$ cat src/rtl/pwb_pkg.sv
`timescale 1ns/1ps
package pwb_pkg;
  typedef enum logic [1:0] {S_IDLE, S_RBUS, S_WBUS} pwbState_e;

  // strobes from control to datapath
  typedef struct packed {
    logic push;     // take the offered store
    logic pop;      // retire the head store
    logic errHit;   // head store completed with an error
    logic selRead;  // bus address and response come from the read path
  } pwbStrobe_t;
endpackage

$ cat src/rtl/pwb_ctrl.sv
`timescale 1ns/1ps
module pwb_ctrl
  import pwb_pkg::*;
(
  input  logic       clk,
  input  logic       rstN,
  input  logic       stValid,
  output logic       stReady,
  input  logic       rdValid,
  output logic       rdRespValid,
  output logic       busReq,
  output logic       busWrite,
  input  logic       busReady,
  input  logic       busErr,
  input  logic       full,
  input  logic       empty,
  input  logic       hit,
  output pwbStrobe_t strobe
);
  pwbState_e state, stateNext;

  always_ff @(posedge clk) begin
    if (!rstN) state <= S_IDLE;
    else       state <= stateNext;
  end

  // stores wait while a read is outstanding so forwarding sees a settled queue
  assign stReady = !full && !rdValid;

  always_comb begin
    stateNext      = state;
    busReq         = 1'b0;
    busWrite       = 1'b0;
    rdRespValid    = 1'b0;
    strobe         = '0;
    strobe.push    = stValid && stReady;
    strobe.selRead = (state == S_RBUS);
    case (state)
      S_IDLE: begin
        if (rdValid) begin
          if (hit) rdRespValid = 1'b1;
          else     stateNext   = S_RBUS;
        end else if (!empty) begin
          stateNext = S_WBUS;
        end
      end
      S_RBUS: begin
        busReq = 1'b1;
        if (busReady) begin
          rdRespValid = 1'b1;
          stateNext   = S_IDLE;
        end
      end
      S_WBUS: begin
        busReq   = 1'b1;
        busWrite = 1'b1;
        if (busReady) begin
          strobe.pop    = 1'b1;
          strobe.errHit = busErr;
          stateNext     = S_IDLE;
        end
      end
      default: stateNext = S_IDLE;
    endcase
  end

  // a pending read at an idle point keeps the next transaction off the write path
  assert_read_first_R4: assert property (@(posedge clk) disable iff (!rstN)
    (state == S_IDLE && rdValid) |=> !(busReq && busWrite));

  // nothing is pushed while a read waits
  assert_no_store_during_read_R2: assert property (@(posedge clk) disable iff (!rstN)
    rdValid |-> !strobe.push);

  // a write request is held with its direction until accepted
  assert_write_held_R3: assert property (@(posedge clk) disable iff (!rstN)
    (busReq && busWrite && !busReady) |=> (busReq && busWrite));
endmodule

$ cat src/rtl/pwb_datapath.sv
`timescale 1ns/1ps
module pwb_datapath
  import pwb_pkg::*;
#(
  parameter int AW    = 8,
  parameter int DW    = 16,
  parameter int DEPTH = 4   // power of two, at least 2
)(
  input  logic          clk,
  input  logic          rstN,
  input  pwbStrobe_t    strobe,
  input  logic [AW-1:0] stAddr,
  input  logic [DW-1:0] stData,
  input  logic [AW-1:0] rdAddr,
  output logic [DW-1:0] rdRespData,
  output logic [AW-1:0] busAddr,
  output logic [DW-1:0] busWData,
  input  logic [DW-1:0] busRData,
  input  logic          capClear,
  output logic          errPulse,
  output logic          capValid,
  output logic          capOverflow,
  output logic [AW-1:0] capAddr,
  output logic          full,
  output logic          empty,
  output logic          hit
);
  localparam int PW = $clog2(DEPTH);
  localparam int CW = $clog2(DEPTH + 1);

  logic [AW-1:0] addrMem [DEPTH];
  logic [DW-1:0] dataMem [DEPTH];
  logic [PW-1:0] wrPtr, rdPtr;
  logic [CW-1:0] count;
  logic [DW-1:0] fwdData;
  logic [AW-1:0] headAddr;
  logic          keepValid;

  assign full     = (count == CW'(DEPTH));
  assign empty    = (count == '0);
  assign headAddr = addrMem[rdPtr];
  assign busWData = dataMem[rdPtr];
  assign busAddr  = strobe.selRead ? rdAddr : headAddr;
  assign rdRespData = strobe.selRead ? busRData : fwdData;

  always_ff @(posedge clk) begin
    if (strobe.push) begin
      addrMem[wrPtr] <= stAddr;
      dataMem[wrPtr] <= stData;
    end
  end

  always_ff @(posedge clk) begin
    if (!rstN) begin
      wrPtr <= '0;
      rdPtr <= '0;
      count <= '0;
    end else begin
      if (strobe.push) wrPtr <= wrPtr + 1'b1;
      if (strobe.pop)  rdPtr <= rdPtr + 1'b1;
      case ({strobe.push, strobe.pop})
        2'b10:   count <= count + 1'b1;
        2'b01:   count <= count - 1'b1;
        default: count <= count;
      endcase
    end
  end

  // scan oldest to newest; the last match is the newest store
  always_comb begin
    hit     = 1'b0;
    fwdData = '0;
    for (int i = 0; i < DEPTH; i++) begin
      if ((CW'(i) < count) && (addrMem[rdPtr + PW'(i)] == rdAddr)) begin
        hit     = 1'b1;
        fwdData = dataMem[rdPtr + PW'(i)];
      end
    end
  end

  assign keepValid = capValid && !capClear;

  always_ff @(posedge clk) begin
    if (!rstN) begin
      errPulse    <= 1'b0;
      capValid    <= 1'b0;
      capOverflow <= 1'b0;
      capAddr     <= '0;
    end else begin
      errPulse <= strobe.errHit;
      if (strobe.errHit && keepValid) begin
        capOverflow <= 1'b1;
      end else if (strobe.errHit) begin
        capValid    <= 1'b1;
        capOverflow <= 1'b0;
        capAddr     <= headAddr;
      end else if (capClear) begin
        capValid    <= 1'b0;
        capOverflow <= 1'b0;
      end
    end
  end

  // the control never pushes into a full queue
  assert_no_overflow_R2: assert property (@(posedge clk) disable iff (!rstN)
    strobe.push |-> !full);

  // a failing completion is reported on the following cycle
  assert_err_pulse_R7: assert property (@(posedge clk) disable iff (!rstN)
    strobe.errHit |=> errPulse);

  // first failure is logged with the retiring store's address
  assert_first_capture_R8: assert property (@(posedge clk) disable iff (!rstN)
    (strobe.errHit && !capValid) |=> (capValid && capAddr == $past(headAddr)));

  // later failures leave the logged address alone
  assert_capture_kept_R9: assert property (@(posedge clk) disable iff (!rstN)
    (strobe.errHit && capValid && !capClear) |=> (capOverflow && $stable(capAddr)));

  // clearing without a new failure empties the capture
  assert_clear_R10: assert property (@(posedge clk) disable iff (!rstN)
    (capClear && !strobe.errHit) |=> (!capValid && !capOverflow));
endmodule

$ cat src/rtl/pwb_top.sv
`timescale 1ns/1ps
module pwb_top
  import pwb_pkg::*;
#(
  parameter int AW    = 8,
  parameter int DW    = 16,
  parameter int DEPTH = 4
)(
  input  logic          clk,
  input  logic          rstN,
  input  logic          stValid,
  output logic          stReady,
  input  logic [AW-1:0] stAddr,
  input  logic [DW-1:0] stData,
  input  logic          rdValid,
  input  logic [AW-1:0] rdAddr,
  output logic          rdRespValid,
  output logic [DW-1:0] rdRespData,
  output logic          busReq,
  output logic          busWrite,
  output logic [AW-1:0] busAddr,
  output logic [DW-1:0] busWData,
  input  logic          busReady,
  input  logic [DW-1:0] busRData,
  input  logic          busErr,
  input  logic          capClear,
  output logic          errPulse,
  output logic          capValid,
  output logic          capOverflow,
  output logic [AW-1:0] capAddr
);
  pwbStrobe_t strobe;
  logic full, empty, hit;

  pwb_ctrl u_ctrl (
    .clk(clk), .rstN(rstN), .stValid(stValid), .stReady(stReady),
    .rdValid(rdValid), .rdRespValid(rdRespValid), .busReq(busReq),
    .busWrite(busWrite), .busReady(busReady), .busErr(busErr),
    .full(full), .empty(empty), .hit(hit), .strobe(strobe)
  );

  pwb_datapath #(.AW(AW), .DW(DW), .DEPTH(DEPTH)) u_dp (
    .clk(clk), .rstN(rstN), .strobe(strobe), .stAddr(stAddr), .stData(stData),
    .rdAddr(rdAddr), .rdRespData(rdRespData), .busAddr(busAddr),
    .busWData(busWData), .busRData(busRData), .capClear(capClear),
    .errPulse(errPulse), .capValid(capValid), .capOverflow(capOverflow),
    .capAddr(capAddr), .full(full), .empty(empty), .hit(hit)
  );

  // an outstanding write keeps address and data steady
  assert_write_stable_R3: assert property (@(posedge clk) disable iff (!rstN)
    (busReq && busWrite && !busReady) |=> ($stable(busAddr) && $stable(busWData)));
endmodule

$ cat config.mk
export PLATFORM = sky130hd
export DESIGN_NAME = pwb_top
export DESIGN_NICKNAME = d
export VERILOG_FILES = /design/src/rtl/pwb_pkg.sv /design/src/rtl/pwb_ctrl.sv /design/src/rtl/pwb_datapath.sv /design/src/rtl/pwb_top.sv
export SDC_FILE = /design/constraint.sdc
export NUM_CORES = 1
export LEC_CHECK = 0
export CAP_MARGIN = 20
export CORE_MARGIN = 3
export CORE_UTILIZATION = 35
export CTS_CLUSTER_SIZE = 40
export DETAILED_ROUTE_END_ITERATION = 16
export GPL_ROUTABILITY_DRIVEN = 1
export SLEW_MARGIN = 20
export SYNTH_ARGS = -nofsm -noshare
export SYNTH_HDL_FRONTEND = slang
export SYNTH_HIERARCHICAL = 1
export SYNTH_SLANG_ARGS = --single-unit
$ cat constraint.sdc
create_clock -name clk -period 5.9 [get_ports clk]
set_input_delay 1.77 -clock clk [delete_from_list [all_inputs] [get_ports clk]]
set_output_delay 1.77 -clock clk [all_outputs]
set_load 0.02 [all_outputs]
== Word level (Yosys, flattened, before mapping) ==
Memories as Yosys holds them, arrays and structs flattened. A register that Yosys moved wholly into a read port is not among the register bits.
Cells that the tools add are included.

* Flip-flop bits (word level): 20
* Memory bits (writable): 96
* Input bits: 55
* Logic and storage cells: 87
* Memories: 2

* Add/sub/neg operators: 6
* Magnitude comparators: 4
* Equal/unequal tests: 12
* Multiplexer cells: 34
* Bitwise gates (word level): 1
* Reduce and logical (&&, ||, !) cells: 20

{| class="wikitable"
|+ Memory list
! memory !! words !! bits a word !! read ports !! clocked after Yosys merged registers in !! write ports !! line !! source
|-
| u_dp.dataMem || 4 || 16 || 4 || 1 || 1 || pwb_datapath.sv:32 || <nowiki>logic [DW-1:0] dataMem [DEPTH];</nowiki>
|-
| u_dp.addrMem || 4 || 8 || 4 || 1 || 1 || pwb_datapath.sv:31 || <nowiki>logic [AW-1:0] addrMem [DEPTH];</nowiki>
|}

{| class="wikitable"
|+ Operator list
! kind !! count
|-
| $mux W16 || 5
|-
| $eq A8 B8 Y1 || 4
|-
| $mux W2 || 10
|-
| $mux W1 || 15
|-
| $logic_and A1 B1 Y1 || 8
|-
| $mux W8 || 1
|-
| $lt A1 B3 Y1 const A || 2
|-
| $lt A2 B3 Y1 const A || 2
|-
| $ne A3 B3 Y1 const B || 2
|-
| $pmux W3 S2 || 1
|-
| $add A2 B1 Y2 const B || 2
|-
| $add A2 B2 Y2 const B || 2
|-
| $eq A2 B1 Y1 const B || 2
|-
| $eq A2 B2 Y1 const B || 2
|-
| $pmux W2 S2 || 1
|-
| $reduce_and A2 Y1 || 2
|-
| $reduce_bool A2 Y1 || 2
|-
| $add A3 B1 Y3 const B || 1
|-
| $eq A3 B3 Y1 const B || 1
|-
| $logic_not A1 Y1 || 3
|-
| $logic_not A3 Y1 || 1
|-
| $reduce_and A3 Y1 || 1
|-
| $reduce_bool A3 Y1 || 1
|-
| $sub A3 B1 Y3 const B || 1
|-
| other kinds (5) || 5
|}

== Depth between registers and ports, before layout ==
An unclocked memory read counts as a cell.

* Depth in word-level cells: 10
* Depth in mapped cells: 14
* Gate-level depth less buffers: 10

== Cells and area by module ==
Netlist, hierarchy kept.

{| class="wikitable"
|+ By module, submodules not included
! module !! instances !! cells each !! area an instance (um2) !! sequential area each (um2)
|-
| pwb_datapath || 1 || 626 || 7857.5 || 3283.1
|-
| pwb_ctrl || 1 || 24 || 192.7 || 40.0
|}

== Least setup slack after synthesis ==
OpenSTA, ideal clock, no wires.

* Kind: input port to output port
* From: in rdAddr[1]
* To: out rdRespData[4]
* Arrival time: 3.815 ns
* Required time: 4.130 ns
* Slack: 0.315 ns
* Cell stages on the path: 9
* Buffers on the path: 3
* Path through: clkbuf_1 > xnor2_1 > nand3_1 > or4_1 > buf_6 > buf_8 > a211oi_2 > a31oi_1 > o32ai_1

* Longest elaborated chain between the ends: 7
* Elaborated cells between the ends (all ways): 13

{| class="wikitable"
|+ RTL lines
! item !! line !! source
|-
| start, declared || pwb_top.sv:16 || <nowiki>input logic [AW-1:0] rdAddr,</nowiki>
|-
| $eq A8 B8 Y1 || pwb_datapath.sv:74 || <nowiki>if ((CW'(i) < count) && (addrMem[rdPtr + PW'(i)] == rdAddr)) begin</nowiki>
|-
| $logic_and A1 B1 Y1 || pwb_datapath.sv:74 ||
|-
| $mux W16 (3 in a row) || pwb_datapath.sv:74 ||
|-
| $mux W16 * || pwb_datapath.sv:74 ||
|-
| $mux W16 * || pwb_datapath.sv:44 || <nowiki>assign rdRespData = strobe.selRead ? busRData : fwdData;</nowiki>
|-
| end, declared || pwb_top.sv:18 || <nowiki>output logic [DW-1:0] rdRespData,</nowiki>
|}

Every way passes the cells marked *; elsewhere a longest branch is shown, timed or not.

== Worst setup path after layout ==
* From: in rdAddr[2]
* To: out rdRespData[7]

The elaborated chain is that of the path after synthesis.

==> reports/qor.yml <==
path_max_fanout: 24
muxShareOfSynthArea_pct: 25.71
slew_headroom_pct: 45.80
dr.pass1.iters: 5
grt_usage_pct: 18.63
grt_max_degree: 50
maxCapViolCount: 0
worstPathArrival_ps: 3980
die_w_um: 157.7
final_antenna_net_count: 0
fp-row-count: 54
syn-num-nets: 717
cp.required_ps: 4130
p_total_w: 0.002349
p_sw_w: 0.0006399
pwr-share-seq_pct: 40.1
avgViaCountPerCell: 5.816
rsz0062_at_grt: "false"
finalSetupViolations: 0
overflow: 0
cts_tree: "yes"
n_antenna_cell: 0
p_clk_share_pct: 42.7
ys_seq_area_share_pct: 41.28
wirelength_um: 24110
dp_slack_ps: -505.5
ys_seq_elements: 118
wl_per_cell_um: 22.37
remaining_drc_errors: 0
synth_xor_area_share_pct: 3.917
finalCritPeriodShare_pct: 97.39
die_area_mm2: 0.02486
min_path_cells: 2
synth_simple_gate_area_share_pct: 11.55
grt_pass1_wl_um: 35560
slew_viol_final: 0
ys.flop_type: "edfxtp_1"
cts_sinks: 118
pwr-share-comb_pct: 17.3
fp.coreArea_mm2: 0.02223
p_leak_nw: 3.575
cts_made_buffers: 17
clk_pin_slew_ps: 60
routed-via-count: 6270
holdWs_ps: 528.9
critPathTopFamily: "simple AND/OR/NAND/NOR gates"
timing_worst_setup_path_type: "in -> out"
swShare_pct: 27.25
synth_top_family_by_area: "multiplexers"
ios: 110
status: "completed"
powerDensity_mw_per_mm2: 220.8
clock_skew_ps: 6.484
holdCritPathClass: "reg -> reg"
r2r_cells: 10
post-dp-hpwl_um: 15160
crit_path_end_kind: "output pin"
setup_ws_ps: 154.3
synthArstFlopShare_pct: 0
clockBufferDepth: 2
hold_violations: 0
synth_compound_area_share_pct: 11.49
synth.avg_cell_area_um2: 12.38
timing.critical_path.buf_inv: 3
worst_path_max_delay_cell: "or3_4"
ys.warnings.count: 6
cp-start-kind: "input port"
syn_to_final_growth_pct: 32.14
fin_crit_ps: 5746
timing.fmax_mhz: 174.0
start_util_pct: 36.22
synth-edff-count: 96
grt_pass1_vias: 6361
cts_max_level: 4
drive_gt1_share_pct: 31.33
worst_pin_slew_ps: 813.0
ir_drop_uv: 187.5
antenna_found_initial: 0
power.internal_w: 0.001709
final_nets: 852
worst_skew_pair.late_latency_ps: 420
synth.distinct_cells: 57
die_h_um: 157.7
syn_area_mm2: 0.008050
dp_cells: 1020
path_cells: "clkbuf_2 > or3b_1 > mux2i_1 > o21ai_1 > or3_4 > bufbuf_16 > a211oi_1 > o32ai_2 > buf_2"
final_cells: 1078
dr.first_iter.drc_count: 469
gp_congestion: 0.9009
slowest_delay_ps: 440
cts-hold-fix-buffers: 0
crit_cells: 9
cts_root_buf: "clkbuf_16"
fin_setup_tns_ps: 0
syn_inst: 650
synthAdderAreaFrac_pct: 1.865
numPortBuffers: 109
-- path summary, 6_finish.rpt --
check	slack (ps)	startpoint	to
hold / removal	530	u_ctrl/state[0]$_SDFFE_PN0P_	u_ctrl/state[0]$_SDFFE_PN0P_
setup reg to reg	2580	u_dp/rdPtr[1]$_SDFFE_PN0P_	u_ctrl/state[0]$_SDFFE_PN0P_
setup / recovery	150	rdAddr[2]	rdRespData[7]
hold reg to reg	530	u_ctrl/state[0]$_SDFFE_PN0P_	u_ctrl/state[0]$_SDFFE_PN0P_
-- cell type report --
class                   count  area, um^2
clock buffers              17       425.4
flip-flops and latches    118        3331
repair buffers            172        1717
fillers                  1938       11590
multi-input cells         464        4624
well taps                 280       350.3
clock inverters            15       145.1
inverters                  12       45.04
-- state kept, by name (all words and copies together), names as in the netlist, named ones only --
| name | count |
|---|---|
| u_ctrl/state | 2 |
| u_dp/addrMem | 32 |
| u_dp/capAddr | 8 |
| u_dp/capOverflow | 1 |
| u_dp/capValid | 1 |
| u_dp/count | 3 |
| u_dp/dataMem | 64 |
| u_dp/errPulse | 1 |
| u_dp/rdPtr | 2 |
| u_dp/wrPtr | 2 |
-- synthesized netlist by cell type, drive strengths merged (2+ instances only) --
library cell / instances / area share, %
ha: 12 / 1.9
nand3b: 2 / 0.19
nor2: 52 / 2.4
a21oi: 22 / 1.4
nor3: 4 / 0.25
o221ai: 4 / 0.44
nor3b: 11 / 1.0
o2111ai: 2 / 0.30
mux2: 24 / 3.4
o31ai: 10 / 0.93
or3: 4 / 0.31
buf: 30 / 2.4
mux2i: 47 / 5.8
clkinv: 2 / 0.093
inv: 10 / 0.47
a211oi: 24 / 3.1
xor2: 4 / 0.44
clkbuf: 26 / 1.2
o21ai: 17 / 1.1
dfxtp: 22 / 5.5
xnor2: 32 / 3.5
nor2b: 35 / 2.7
edfxtp: 96 / 36
nor4bb: 5 / 0.62
nand4: 2 / 0.16
and2: 18 / 1.4
a31oi: 17 / 1.3
mux4: 58 / 16
a21boi: 2 / 0.19
nand2: 17 / 0.79
o32ai: 9 / 1.4
and3: 2 / 0.16
a211o: 3 / 0.33
nand2b: 7 / 0.54
nand3: 6 / 0.37
-- placed cells by master, fill, tap and decap left out, types with 6 or more instances in the layout --
cell type,instances
a31oi_1,17
buf_4,53
mux2i_1,47
mux2_2,23
a21oi_1,22
buf_2,8
ha_1,11
clkdlybuf4s50_1,84
xnor2_2,8
mux4_2,53
inv_6,6
and2_1,18
o21ai_0,12
dlymetal6s2s_1,6
buf_12,7
nor2_1,52
a211oi_2,15
xnor2_1,24
nand3_1,6
buf_6,6
nand2_1,17
o31ai_1,6
o32ai_2,9
dfxtp_1,18
inv_1,10
nand2b_1,7
edfxtp_1,96
clkbuf_16,21
a211oi_1,9
nor2b_1,35
-- power by group through the flow --
stage / logic, W / registers (W) / clock network, W
3_5_place_dp: 0.000388 / 0.000957 / 0
5_1_grt: 0.000431 / 0.000943 / 0.00106
3_3_place_gp: 0.000383 / 0.000955 / 0
2_1_floorplan: 0.000221 / 0.000950 / 0
4_1_cts: 0.000385 / 0.000940 / 0.00102
6_report: 0.000406 / 0.000941 / 0.00100
-- per-stage QoR --
stage	util [%]	cell area, um^2
after floorplan	-	8050
after global placement	43.01	9562
after detailed placement	43.01	9562
after CTS	45.89	10200
after global routing	47.86	10640
final	47.86	10640
-- layer usage --
layer,up-vias,wire [um],global-route usage (%)
met3,45,1454,3.390
met5,-,0,0
met2,255,12170,31.55
met1,3174,9956,24.25
met4,0,534,6.033
li1,2796,-,-
-- worst register-to-register path, cell delays in order (launching register included) --
cell	delay, ps
dfxtp_2	780
clkinv_1	460
nor3_1	410
a2111oi_4	110
o211ai_4	130
buf_4	160
o21ai_2	50
or3_4	360
mux2_4	280
or3_1	330
a31oi_1	180
-- kinds of logic after synthesis --
group,after synthesis
AND/OR/NAND/NOR,169
multiplexers,129
AO/OA/AOI/OAI,118
flip-flops,118
buffers and inverters,68
XOR/XNOR,36
adder cells (fa/ha/maj),12
-- repair_timing --
item                                    CTS  global route
resized for setup                        84            51
buffers inserted                          2            19
endpoints found under the setup margin   17            17
pin swaps                                 4            15
cloned                                    1             4
(Power assumes the default switching activity.)
